<file path="config.mk">
export PLATFORM = sky130hd
export DESIGN_NAME = drc_master
export DESIGN_NICKNAME = d
export VERILOG_FILES = /design/src/rtl/drc_pkg.sv /design/src/rtl/drc_attempt_ctr.sv /design/src/rtl/drc_burst_ctr.sv /design/src/rtl/drc_master.sv
export SDC_FILE = /design/constraint.sdc
export NUM_CORES = 1
export LEC_CHECK = 0
export CORE_ASPECT_RATIO = 1.75
export CORE_MARGIN = 2
export CORE_UTILIZATION = 51
export DETAILED_ROUTE_END_ITERATION = 10
export GPL_TIMING_DRIVEN = 0
export PLACE_DENSITY = 0.92
export SLEW_MARGIN = 30
export SYNTH_ARGS = -nofsm -noshare
export SYNTH_HDL_FRONTEND = slang
export SYNTH_SLANG_ARGS = --single-unit
export TNS_END_PERCENT = 1
</file>
<file path="constraint.sdc">
create_clock -name clk -period 7 [get_ports clk]
set_input_delay 1.4 -clock clk [delete_from_list [all_inputs] [get_ports clk]]
set_output_delay 1.4 -clock clk [all_outputs]
set_load 0.05 [all_outputs]
</file>
<file path="src/rtl/drc_pkg.sv">
package drc_pkg;
  typedef enum logic [2:0] {
    ST_IDLE,
    ST_REQ,
    ST_ADDR,
    ST_DATA,
    ST_POP
  } drc_state_e;
endpackage

</file>
<file path="src/rtl/drc_attempt_ctr.sv">
module drc_attempt_ctr #(
  parameter int CW = 33
) (
  input  logic          clk,
  input  logic          rst,
  input  logic          clr,
  input  logic          inc,
  input  logic [CW-1:0] lim,
  output logic          hit
);
  logic [CW-1:0] cnt_q;
  logic [CW:0]   nxt;

  assign nxt = {1'b0, cnt_q} + 1'b1;
  assign hit = inc && (nxt >= {1'b0, lim});

  always_ff @(posedge clk) begin
    if (rst || clr) cnt_q <= '0;
    else if (inc && !hit) cnt_q <= nxt[CW-1:0];
  end

  AST_CNT_CLEARED: assert property (@(posedge clk) disable iff (rst)
    clr |=> (cnt_q == '0));
endmodule

</file>
<file path="src/rtl/drc_burst_ctr.sv">
module drc_burst_ctr #(
  parameter int AW        = 32,
  parameter int BND_BYTES = 64
) (
  input  logic          clk,
  input  logic          rst,
  input  logic          load,
  input  logic          pref,
  input  logic [AW-1:0] addr,
  input  logic          dec,
  output logic          last
);
  localparam int WPB  = BND_BYTES / 4;
  localparam int OFFW = $clog2(BND_BYTES);
  localparam int CNW  = $clog2(WPB) + 1;

  logic [CNW-1:0] cnt_q;
  logic [CNW-1:0] init;

  generate
    if (WPB > 1) begin : g_multi
      assign init = pref ? (CNW'(WPB) - CNW'(addr[OFFW-1:2])) : CNW'(1);
    end else begin : g_single
      assign init = CNW'(1);
    end
  endgenerate

  assign last = (cnt_q == CNW'(1));

  always_ff @(posedge clk) begin
    if (rst) cnt_q <= '0;
    else if (load) cnt_q <= init;
    else if (dec && cnt_q != '0) cnt_q <= cnt_q - 1'b1;
  end

  AST_NO_UNDERFLOW: assert property (@(posedge clk) disable iff (rst)
    (dec && !load) |-> (cnt_q != '0));
endmodule

</file>
<file path="src/rtl/drc_master.sv">
module drc_master
  import drc_pkg::*;
#(
  parameter int AW        = 32,
  parameter int CW        = 33,
  parameter int BND_BYTES = 64,
  parameter int MA_WAIT   = 4
) (
  input  logic          clk,
  input  logic          rst,
  input  logic          q_valid_i,
  input  logic [AW-1:0] q_addr_i,
  input  logic [3:0]    q_cmd_i,
  input  logic [3:0]    q_be_n_i,
  input  logic          q_pref_i,
  output logic          q_pop_o,
  output logic          q_err_o,
  input  logic          wr_drained_i,
  input  logic [CW-1:0] retry_lim_i,
  input  logic          serr_en_i,
  output logic          serr_o,
  output logic          bus_req_o,
  input  logic          bus_gnt_i,
  output logic          addr_valid_o,
  output logic [AW-1:0] addr_o,
  output logic [3:0]    cmd_o,
  output logic          data_act_o,
  output logic [3:0]    be_n_o,
  input  logic          tgt_devsel_i,
  input  logic          tgt_trdy_i,
  input  logic          tgt_stop_i,
  input  logic [31:0]   tgt_data_i,
  output logic          rdf_we_o,
  output logic [31:0]   rdf_data_o
);
  localparam int MAW = $clog2(MA_WAIT + 1);

  drc_state_e     st_q;
  logic           pref_q;
  logic           got_data_q;
  logic [MAW-1:0] ma_cnt_q;

  logic in_data, xfer, t_abort, m_abort, retry, end_ok, lim_hit, blast, start;

  assign in_data = (st_q == ST_DATA);
  assign xfer    = in_data && tgt_devsel_i && tgt_trdy_i;
  assign t_abort = in_data && tgt_stop_i && !tgt_devsel_i;
  assign m_abort = in_data && !tgt_devsel_i && !tgt_stop_i &&
                   (ma_cnt_q == MAW'(MA_WAIT - 1));
  assign retry   = in_data && tgt_devsel_i && tgt_stop_i && !tgt_trdy_i && !got_data_q;
  assign end_ok  = (xfer && (tgt_stop_i || blast)) ||
                   (in_data && tgt_devsel_i && tgt_stop_i && !tgt_trdy_i && got_data_q);
  assign start   = (st_q == ST_IDLE) && q_valid_i && wr_drained_i;

  drc_attempt_ctr #(.CW(CW)) u_attempts (
    .clk (clk),
    .rst (rst),
    .clr (start),
    .inc (retry),
    .lim (retry_lim_i),
    .hit (lim_hit)
  );

  drc_burst_ctr #(.AW(AW), .BND_BYTES(BND_BYTES)) u_burst (
    .clk  (clk),
    .rst  (rst),
    .load (st_q == ST_ADDR),
    .pref (pref_q),
    .addr (addr_o),
    .dec  (xfer),
    .last (blast)
  );

  always_ff @(posedge clk) begin
    if (rst) begin
      st_q         <= ST_IDLE;
      pref_q       <= 1'b0;
      got_data_q   <= 1'b0;
      ma_cnt_q     <= '0;
      bus_req_o    <= 1'b0;
      addr_valid_o <= 1'b0;
      addr_o       <= '0;
      cmd_o        <= '0;
      data_act_o   <= 1'b0;
      be_n_o       <= 4'hF;
      q_pop_o      <= 1'b0;
      q_err_o      <= 1'b0;
      serr_o       <= 1'b0;
      rdf_we_o     <= 1'b0;
      rdf_data_o   <= '0;
    end else begin
      q_pop_o  <= 1'b0;
      serr_o   <= 1'b0;
      rdf_we_o <= xfer;
      if (xfer) rdf_data_o <= tgt_data_i;
      case (st_q)
        ST_IDLE: if (start) begin
          st_q      <= ST_REQ;
          bus_req_o <= 1'b1;
        end
        ST_REQ: if (bus_gnt_i) begin
          st_q         <= ST_ADDR;
          bus_req_o    <= 1'b0;
          addr_valid_o <= 1'b1;
          addr_o       <= q_addr_i;
          cmd_o        <= q_cmd_i;
          pref_q       <= q_pref_i;
        end
        ST_ADDR: begin
          st_q         <= ST_DATA;
          addr_valid_o <= 1'b0;
          data_act_o   <= 1'b1;
          be_n_o       <= pref_q ? 4'h0 : q_be_n_i;
          got_data_q   <= 1'b0;
          ma_cnt_q     <= '0;
        end
        ST_DATA: begin
          if (xfer) got_data_q <= 1'b1;
          ma_cnt_q <= tgt_devsel_i ? '0 : ma_cnt_q + 1'b1;
          if (end_ok || t_abort || m_abort || (retry && lim_hit)) begin
            st_q       <= ST_POP;
            data_act_o <= 1'b0;
            be_n_o     <= 4'hF;
            q_pop_o    <= 1'b1;
            q_err_o    <= !end_ok;
            serr_o     <= retry && lim_hit && serr_en_i;
          end else if (retry) begin
            st_q       <= ST_REQ;
            data_act_o <= 1'b0;
            be_n_o     <= 4'hF;
            bus_req_o  <= 1'b1;
          end
        end
        default: st_q <= ST_IDLE;
      endcase
    end
  end

  AST_START_GATED: assert property (@(posedge clk) disable iff (rst)
    ((st_q == ST_IDLE) && !wr_drained_i) |=> !bus_req_o);
  AST_ADDR_SINGLE: assert property (@(posedge clk) disable iff (rst)
    addr_valid_o |=> (!addr_valid_o && data_act_o));
  AST_PREF_ALL_BE: assert property (@(posedge clk) disable iff (rst)
    (data_act_o && pref_q) |-> (be_n_o == 4'h0));
  AST_POP_PULSE: assert property (@(posedge clk) disable iff (rst)
    q_pop_o |=> (!q_pop_o && !data_act_o && !bus_req_o));
  AST_SERR_GATED: assert property (@(posedge clk) disable iff (rst)
    serr_o |-> ($past(serr_en_i) && q_pop_o && q_err_o));
  AST_FIFO_WRITE: assert property (@(posedge clk) disable iff (rst)
    rdf_we_o |-> $past(data_act_o));
endmodule

</file>
==> results.txt, run 1 <==
In this run the top signal layer used is met4. During placement, the flow inserted port buffers numbering 193. The headroom to the max-slew limit came out at 39.0%. The critical path is of the register to register type.

The number of buffers created by CTS came out at 17. The proportion of synthesized flip-flops having asynchronous set or reset came out at 0%. The first detailed-routing pass took 5 iterations. In this run the number of H-tree levels came out at 4. The leakage power came out at 3.30 nW. The net total in the final layout came out at 1170. The die footprint came out at 0.0131 mm2. The total negative slack is 0 ns. The die is 87.5 um wide. The largest fanout on the critical path came out at 10. In this run the worst hold path is classified as register to register. The final routed DRC violation total is 0. The half-perimeter wire length after detailed placement is 13700 um.

The net count after synthesis is 958. The first routing iteration left 221 violations. The first global-routing pass estimated 29300 um of wire. The core region area came out at 0.0119 mm2. In this run the most critical hold path is launched from rdf_data_o[27]. The filler cells instantiated in the layout total 803.

The worst setup path startpoint is u_attempts.cnt_q[0]. In this run the clock root is driven by a sky130_fd_sc_hd__clkbuf_16. The insertion delay of the later-clocked pin in the worst-skew pair is 0.41 ns. The post-cts repair resize count came out at 0.

The area growth from synthesis to layout came out at 43.6%. The post-synthesis cell count came out at 804. Summed over all layers, the global routing overflow is 0.

The maximum clock frequency is 0.182 GHz. The top-area cell type share of the netlist area is 40.2%. By count the netlist is led by 173 x sky130_fd_sc_hd__nand2_1, 128 x sky130_fd_sc_hd__a21oi_1, 125 x sky130_fd_sc_hd__dfxtp_1. The number of buffers inserted by post-CTS setup repair came out at 0. The sum of met3 wire segment lengths after detailed routing came out at 1220 um.

The worst-case IR drop observed on VDD is 0.217 mV. The count of nets left with antenna violations once routing finished came out at 0. In the final routing, the length of wire on met1 measures 6090 um. By area the synthesized netlist is led by sky130_fd_sc_hd__dfxtp_1 40%, sky130_fd_sc_hd__nand2_1 10%, sky130_fd_sc_hd__a21oi_1 10%, sky130_fd_sc_hd__ha_1 7.8%, sky130_fd_sc_hd__xnor2_1 4.5%.

The final setup violation count is 0. In this run the deepest clock path goes through 2 buffers. The final worst clock skew is 0.0119 ns. The synthesized cell area came out at 0.00622 mm2.

For flop-to-flop paths, the worst setup slack is 1.51 ns. The starting density of the core came out at 52.1%. After synthesis, flip-flops and latches occupy 40.2% of the total area. Setup repair after global routing left no endpoint under its margin. The number of enable flip-flop cells after synthesis is 0.

The run finished with clean final reports. For this run, the number of Yosys warnings is 0. The hold violation total from the final report is 0. For this design, the CTS-stage hold fixing added 0 buffers. The max-cap violation count is 0. Cells with a size suffix above 1 make up 4.08% of the layout. The number of antenna violations at the first check in global routing came out at 0. The worst setup path is captured at a register.

The via count came out at 6505. The congestion estimate from routability-driven global placement came to 0.881. The minimum clock period after layout came out at 5.49 ns. The pin slew with the least headroom to its limit came out at 0.907 ns. The wire length per cell came out at 15.6 um.

The total power is 1.96 mW. Summed over all nets, wire length on met2 after detailed routing comes to 10000 um. The die height came out at 150 um. A synthesized cell averages 7.74 um2. Clock-pin slew was measured on the worst setup and hold paths at 0.06 ns.

The cell row count came out at 53. The detailed-route wire length came out at 18100 um. TritonCTS built the clock tree. By instance count, the leading cell after synthesis is sky130_fd_sc_hd__nand2_1. The main flop type after synthesis is sky130_fd_sc_hd__dfxtp_1. The global-route total usage across every layer came out at 28.2%.

The clock sink count came out at 125. The repair_antennas step left the layout with diodes totalling 0. Counting flops and latches in the post-synthesis netlist gives 125.

The netlist uses 49 different library cells. The power per cell area came out at 219 mW/mm2. At the worst endpoint, the required time is 7.34 ns. The source of the worst register-to-register timing path is u_attempts.cnt_q[0]. The detail-routed via count per cell is 5.58. The number of slew-limit violations in the final report came out at 0. The data arrival time of the worst path came out at 5.83 ns. The cell type contributing the most total cell area after synthesis is sky130_fd_sc_hd__dfxtp_1. After layout, the worst path uses 78.4% of the clock period. For this design the top-level I/O count stands at 194. The startpoint type of the worst setup path is a register.

The number of global-route vias before repair came out at 6480. The largest net degree at the start of global routing came out at 17.
## kinds of logic after synthesis
family / Yosys count / synth area share, %
buffers and inverters: 85 / 5.59
xor gates and xnor gates: 35 / 4.93
AOI/OAI and AO/OA: 195 / 17.0
muxes: 1 / 0.161
and+or+nand+nor: 324 / 24.2
adders and majority gates: 39 / 7.84
DFF: 125 / 40.2
## registers in the layout, indices dropped and copies added, names as in the netlist, 3 cells and up
signal,flops
ma_cnt_q,3
u_burst.cnt_q,5
u_attempts.cnt_q,33
st_q,3
addr_o,32
cmd_o,4
rdf_data_o,32
be_n_o,4
## layout make-up
class,count,area (um2),area share [%]
Tap cell,137,171,1.92
Timing Repair Buffer,193,1930,21.6
Clock buffer,18,429,4.80
Sequential cell,125,2500,28.0
Buffer,41,183,2.04
Inverter,44,165,1.85
Multi-Input combinational cell,594,3370,37.7
Clock inverter,14,181,2.03
## critical path, stage by stage, from the launching register on
cell and delay, ns:
sky130_fd_sc_hd__dfxtp_1 0.42, sky130_fd_sc_hd__ha_1 0.24, sky130_fd_sc_hd__nand3_1 0.20, sky130_fd_sc_hd__nor4_1 0.70, sky130_fd_sc_hd__nand2_1 0.31, sky130_fd_sc_hd__or2_2 0.37
sky130_fd_sc_hd__clkbuf_1 0.21, sky130_fd_sc_hd__nor2_1 0.18, sky130_fd_sc_hd__xor2_1 0.11, sky130_fd_sc_hd__ha_1 0.30, sky130_fd_sc_hd__nand4_1 0.15, sky130_fd_sc_hd__nor4_1 0.78
sky130_fd_sc_hd__o311a_1 0.36, sky130_fd_sc_hd__or4_1 0.12, sky130_fd_sc_hd__buf_2 0.20, sky130_fd_sc_hd__clkbuf_1 0.42, sky130_fd_sc_hd__o21ai_0 0.19, sky130_fd_sc_hd__a21oi_1 0.16
## stage by stage
step	instance area, um2	std cells	setup WS (ns)	hold slack, ns	utilization [%]
2_1_floorplan	6220	804	2.56	0.436	-
4_1_cts	8940	1166	1.55	0.454	74.9
5_1_grt	8940	1166	1.24	0.467	74.9
3_3_place_gp	8330	1134	1.78	0.440	69.8
3_5_place_dp	8330	1134	1.72	0.445	69.8
6_report	8940	1166	1.51	0.452	74.9
## where the power goes
part           internal (mW)  total, mW  switching [mW]
clock network          0.569      0.913           0.344
registers              0.735      0.750          0.0151
logic                  0.127      0.295           0.168
## cells in the final DEF, fill, tap and decap left out, types with 23 or more instances in the layout
master                            netlist  layout
sky130_fd_sc_hd__a21oi_1              128     128
sky130_fd_sc_hd__clkdlybuf4s50_1        0     193
sky130_fd_sc_hd__o21ai_0               35      35
sky130_fd_sc_hd__inv_1                 44      44
sky130_fd_sc_hd__nand3_1               23      23
sky130_fd_sc_hd__ha_1                  39      39
sky130_fd_sc_hd__nand2_1              173     173
sky130_fd_sc_hd__or3_1                 31      31
sky130_fd_sc_hd__dfxtp_1              125     125
sky130_fd_sc_hd__xnor2_1               32      32
sky130_fd_sc_hd__nor2_1                32      32
sky130_fd_sc_hd__clkbuf_1              34      35
## path summary, 6_finish.rpt
kind,end,cells after the start
max reg2reg,u_attempts.cnt_q[23],17
min,rdf_data_o[27],2
max,u_attempts.cnt_q[23],17
min reg2reg,rdf_data_o[27],2
## routing by layer
layer,vias up,track usage [%]
li1,3188,-
met1,3019,26.6
met2,242,51.9
met3,56,8.61
met4,0,16.2
met5,-,0
Power figures use the tool's default switching activity.
==> inputs of run 2 (changes only) <==
- CORE_UTILIZATION: 51 -> 43
- PLACE_DENSITY: 0.92 -> 0.84
- clock period: 7 -> 5 ns (I/O delays scaled with it)
==> results.txt, run 2 (synthesis gave the netlist of run 1 again) <==
The detailed-route wire length is 17200 um. The clock root buffer master is sky130_fd_sc_hd__clkbuf_16. The net total in the final layout came out at 1169.

The path type of the worst min-delay path is register to register. The data arrival time of the worst path is 5.01 ns. The flow ran to the end, and the final reports show no timing, DRC or antenna violations. The number of antenna violations at the first check in global routing came out at 0. The final routed DRC violation total came out at 0.

The insertion delay of the later-clocked pin in the worst-skew pair came out at 0.40 ns. After the first detailed-routing iteration, the DRC count stood at 217. The endpoint required time on the critical path is 5.26 ns. The total power is 2.67 mW. The largest net degree at the start of global routing came out at 17. Along the worst path, the maximum fanout reaches 10. The flip-flop count of the largest register after layout is 33. The total negative slack is 0 ns. The depth of the worst register-to-register path came out at 16. The antenna violation net count after detailed routing is 0. The peak supply drop is 0.271 mV. The die footprint is 0.0155 mm2. Routability-driven placement finished with a final weighted congestion of 0.955. The largest stage delay on the critical path came out at 0.64 ns. The total overflow left after global routing is 0. The final design instance area without fill came out at 0.00901 mm2.

Max-cap violations in this run came to 0. The number of slew-limit violations in the final report was 0. The number of top-level design ports is 194. The starting density of the core came out at 43.5%. 0 antenna diodes ended up in the layout. The library cells used most frequently in the layout, excluding fill and tap cells, are 193 x sky130_fd_sc_hd__clkdlybuf4s50_1, 172 x sky130_fd_sc_hd__nand2_1, 128 x sky130_fd_sc_hd__a21oi_1, 124 x sky130_fd_sc_hd__dfxtp_1, 44 x sky130_fd_sc_hd__inv_1. On the critical path, the stage with the largest delay is an instance of sky130_fd_sc_hd__or4_1. The largest registers in the layout are u_attempts.cnt_q (33), addr_o (32), rdf_data_o (32). The nature of the critical path endpoint is a register.

The worst pin sits at a relative slew slack of 46.1%. Relative to the synthesized area, the layout overhead comes to 44.8%. Walking the worst path, the cells encountered are nand3_1, or4_1, nor3_4, and3_1, nand4_1, xnor2_1, ha_1, nand3_1, nor3_1, a221o_1, a211o_1, or4_1, buf_2, clkbuf_2, o21ai_0, a21oi_1. TritonCTS built the clock tree. The core region area came out at 0.0143 mm2. The maximum clock frequency came out at 0.210 GHz.

Buffers placed on the I/O ports in this run total 193. Counting flops per register, the top entry is u_attempts.cnt_q. The die height is 163 um. The routed layout has 6251 vias. The setup path with the least slack is of type register to register. In this run the number of H-tree levels came out at 4.

The post-placement cell area came out at 0.00838 mm2. The hold violation total from the final report is 0. The detail-routed via count per cell is 5.17.

In this run the deepest clock path goes through 2 buffers. The first-pass GRT wire length is 28000 um. Setup repair after global routing left no endpoint under its margin. The worst hold slack is 0.451 ns. The die is 94.9 um wide. The post-route netlist has 4.86% of its cells at a drive strength greater than 1. The final worst clock skew is 0.0110 ns. The worst hold path stage count came out at 2.

The library cell used most frequently in the layout, excluding fill and tap cells, is sky130_fd_sc_hd__clkdlybuf4s50_1. The first TritonRoute pass finished after 4 iterations. For this run, the share of the core covered by cells in the final layout is 63.0%. The cell row count came out at 58. The wire length per cell came out at 14.2 um. The power per cell area came out at 297 mW/mm2. The number of buffers created by CTS is 17. The clock net in this run drives a total of 125 sinks. The leakage power came out at 3.33 nW.

The number of global-route vias before repair was 6186. After layout, the worst path uses 95.1% of the clock period. Global routing used 22.8% of the available tracks across all layers. The minimum clock period after layout came out at 4.75 ns. Setup violations remaining at the end of the flow were counted as 0. For the pin with the worst max-slew slack, the measured transition is 0.802 ns. The clock transition time at the flip-flop clock pins of the worst setup and hold paths is 0.06 ns.

The worst setup path is launched from a register. Detailed placement ended at an HPWL of 13400 um.
==> run 2: what timing repair did <==
action	4_1_cts	5_1_grt
buffers inserted	1	0
hold endpoints to repair	0	0
endpoints found under the setup margin	36	33
gates resized for setup	4	7
hold buffers	0	0
pin swaps	1	1
==> run 2: path summary, 6_finish.rpt <==
check                       from                   end  slack (ns)
max          u_attempts.cnt_q[8]  u_attempts.cnt_q[23]        0.25
max reg2reg  u_attempts.cnt_q[8]  u_attempts.cnt_q[23]        0.25
min reg2reg           addr_o[13]            addr_o[13]        0.45
min                   addr_o[13]            addr_o[13]        0.45
==> run 2: per-stage QoR <==
stage	worst slack (ns)	std cells
3_3_place_gp	-0.385	1177
2_1_floorplan	0.557	804
6_report	0.245	1208
3_5_place_dp	-0.467	1177
4_1_cts	0.00185	1210
5_1_grt	0.00981	1208
==> run 2: metal layers <==
layer	wire length, um	up-vias	global-route usage (%)
li1	-	3191	-
met2	9400	178	42.7
met3	928	41	5.21
met1	6100	2841	22.4
met5	0	-	0
met4	725	0	12.5
==> run 2: cell type report <==
cell class / instances / area [um2]
Sequential cell: 125 / 2500
Timing Repair Buffer: 194 / 1940
Clock inverter: 14 / 159
Clock buffer: 18 / 429
Inverter: 44 / 165
Fill cell: 1207 / 5280
Multi-Input combinational cell: 594 / 3420
Buffer: 39 / 176
Tap cell: 180 / 225
==> run 2: power by group <==
| group | switching [mW] | leakage (nW) | internal [mW] |
|---|---|---|---|
| clock network | 0.470 | 0.283 | 0.745 |
| registers | 0.0200 | 1.01 | 1.03 |
| logic | 0.231 | 2.03 | 0.178 |
| total | 0.721 | 3.33 | 1.95 |
==> run 2: critical path: cells and delay by family, from the launching register on <==
kind                     cells  cell delay (ns)
AO/OA/AOI/OAI                4             0.98
XOR/XNOR                     1             0.18
adder cells (fa/ha/maj)      1             0.30
buffers and inverters        2             0.42
flip-flops                   1             0.41
AND/OR/NAND/NOR              8             2.32
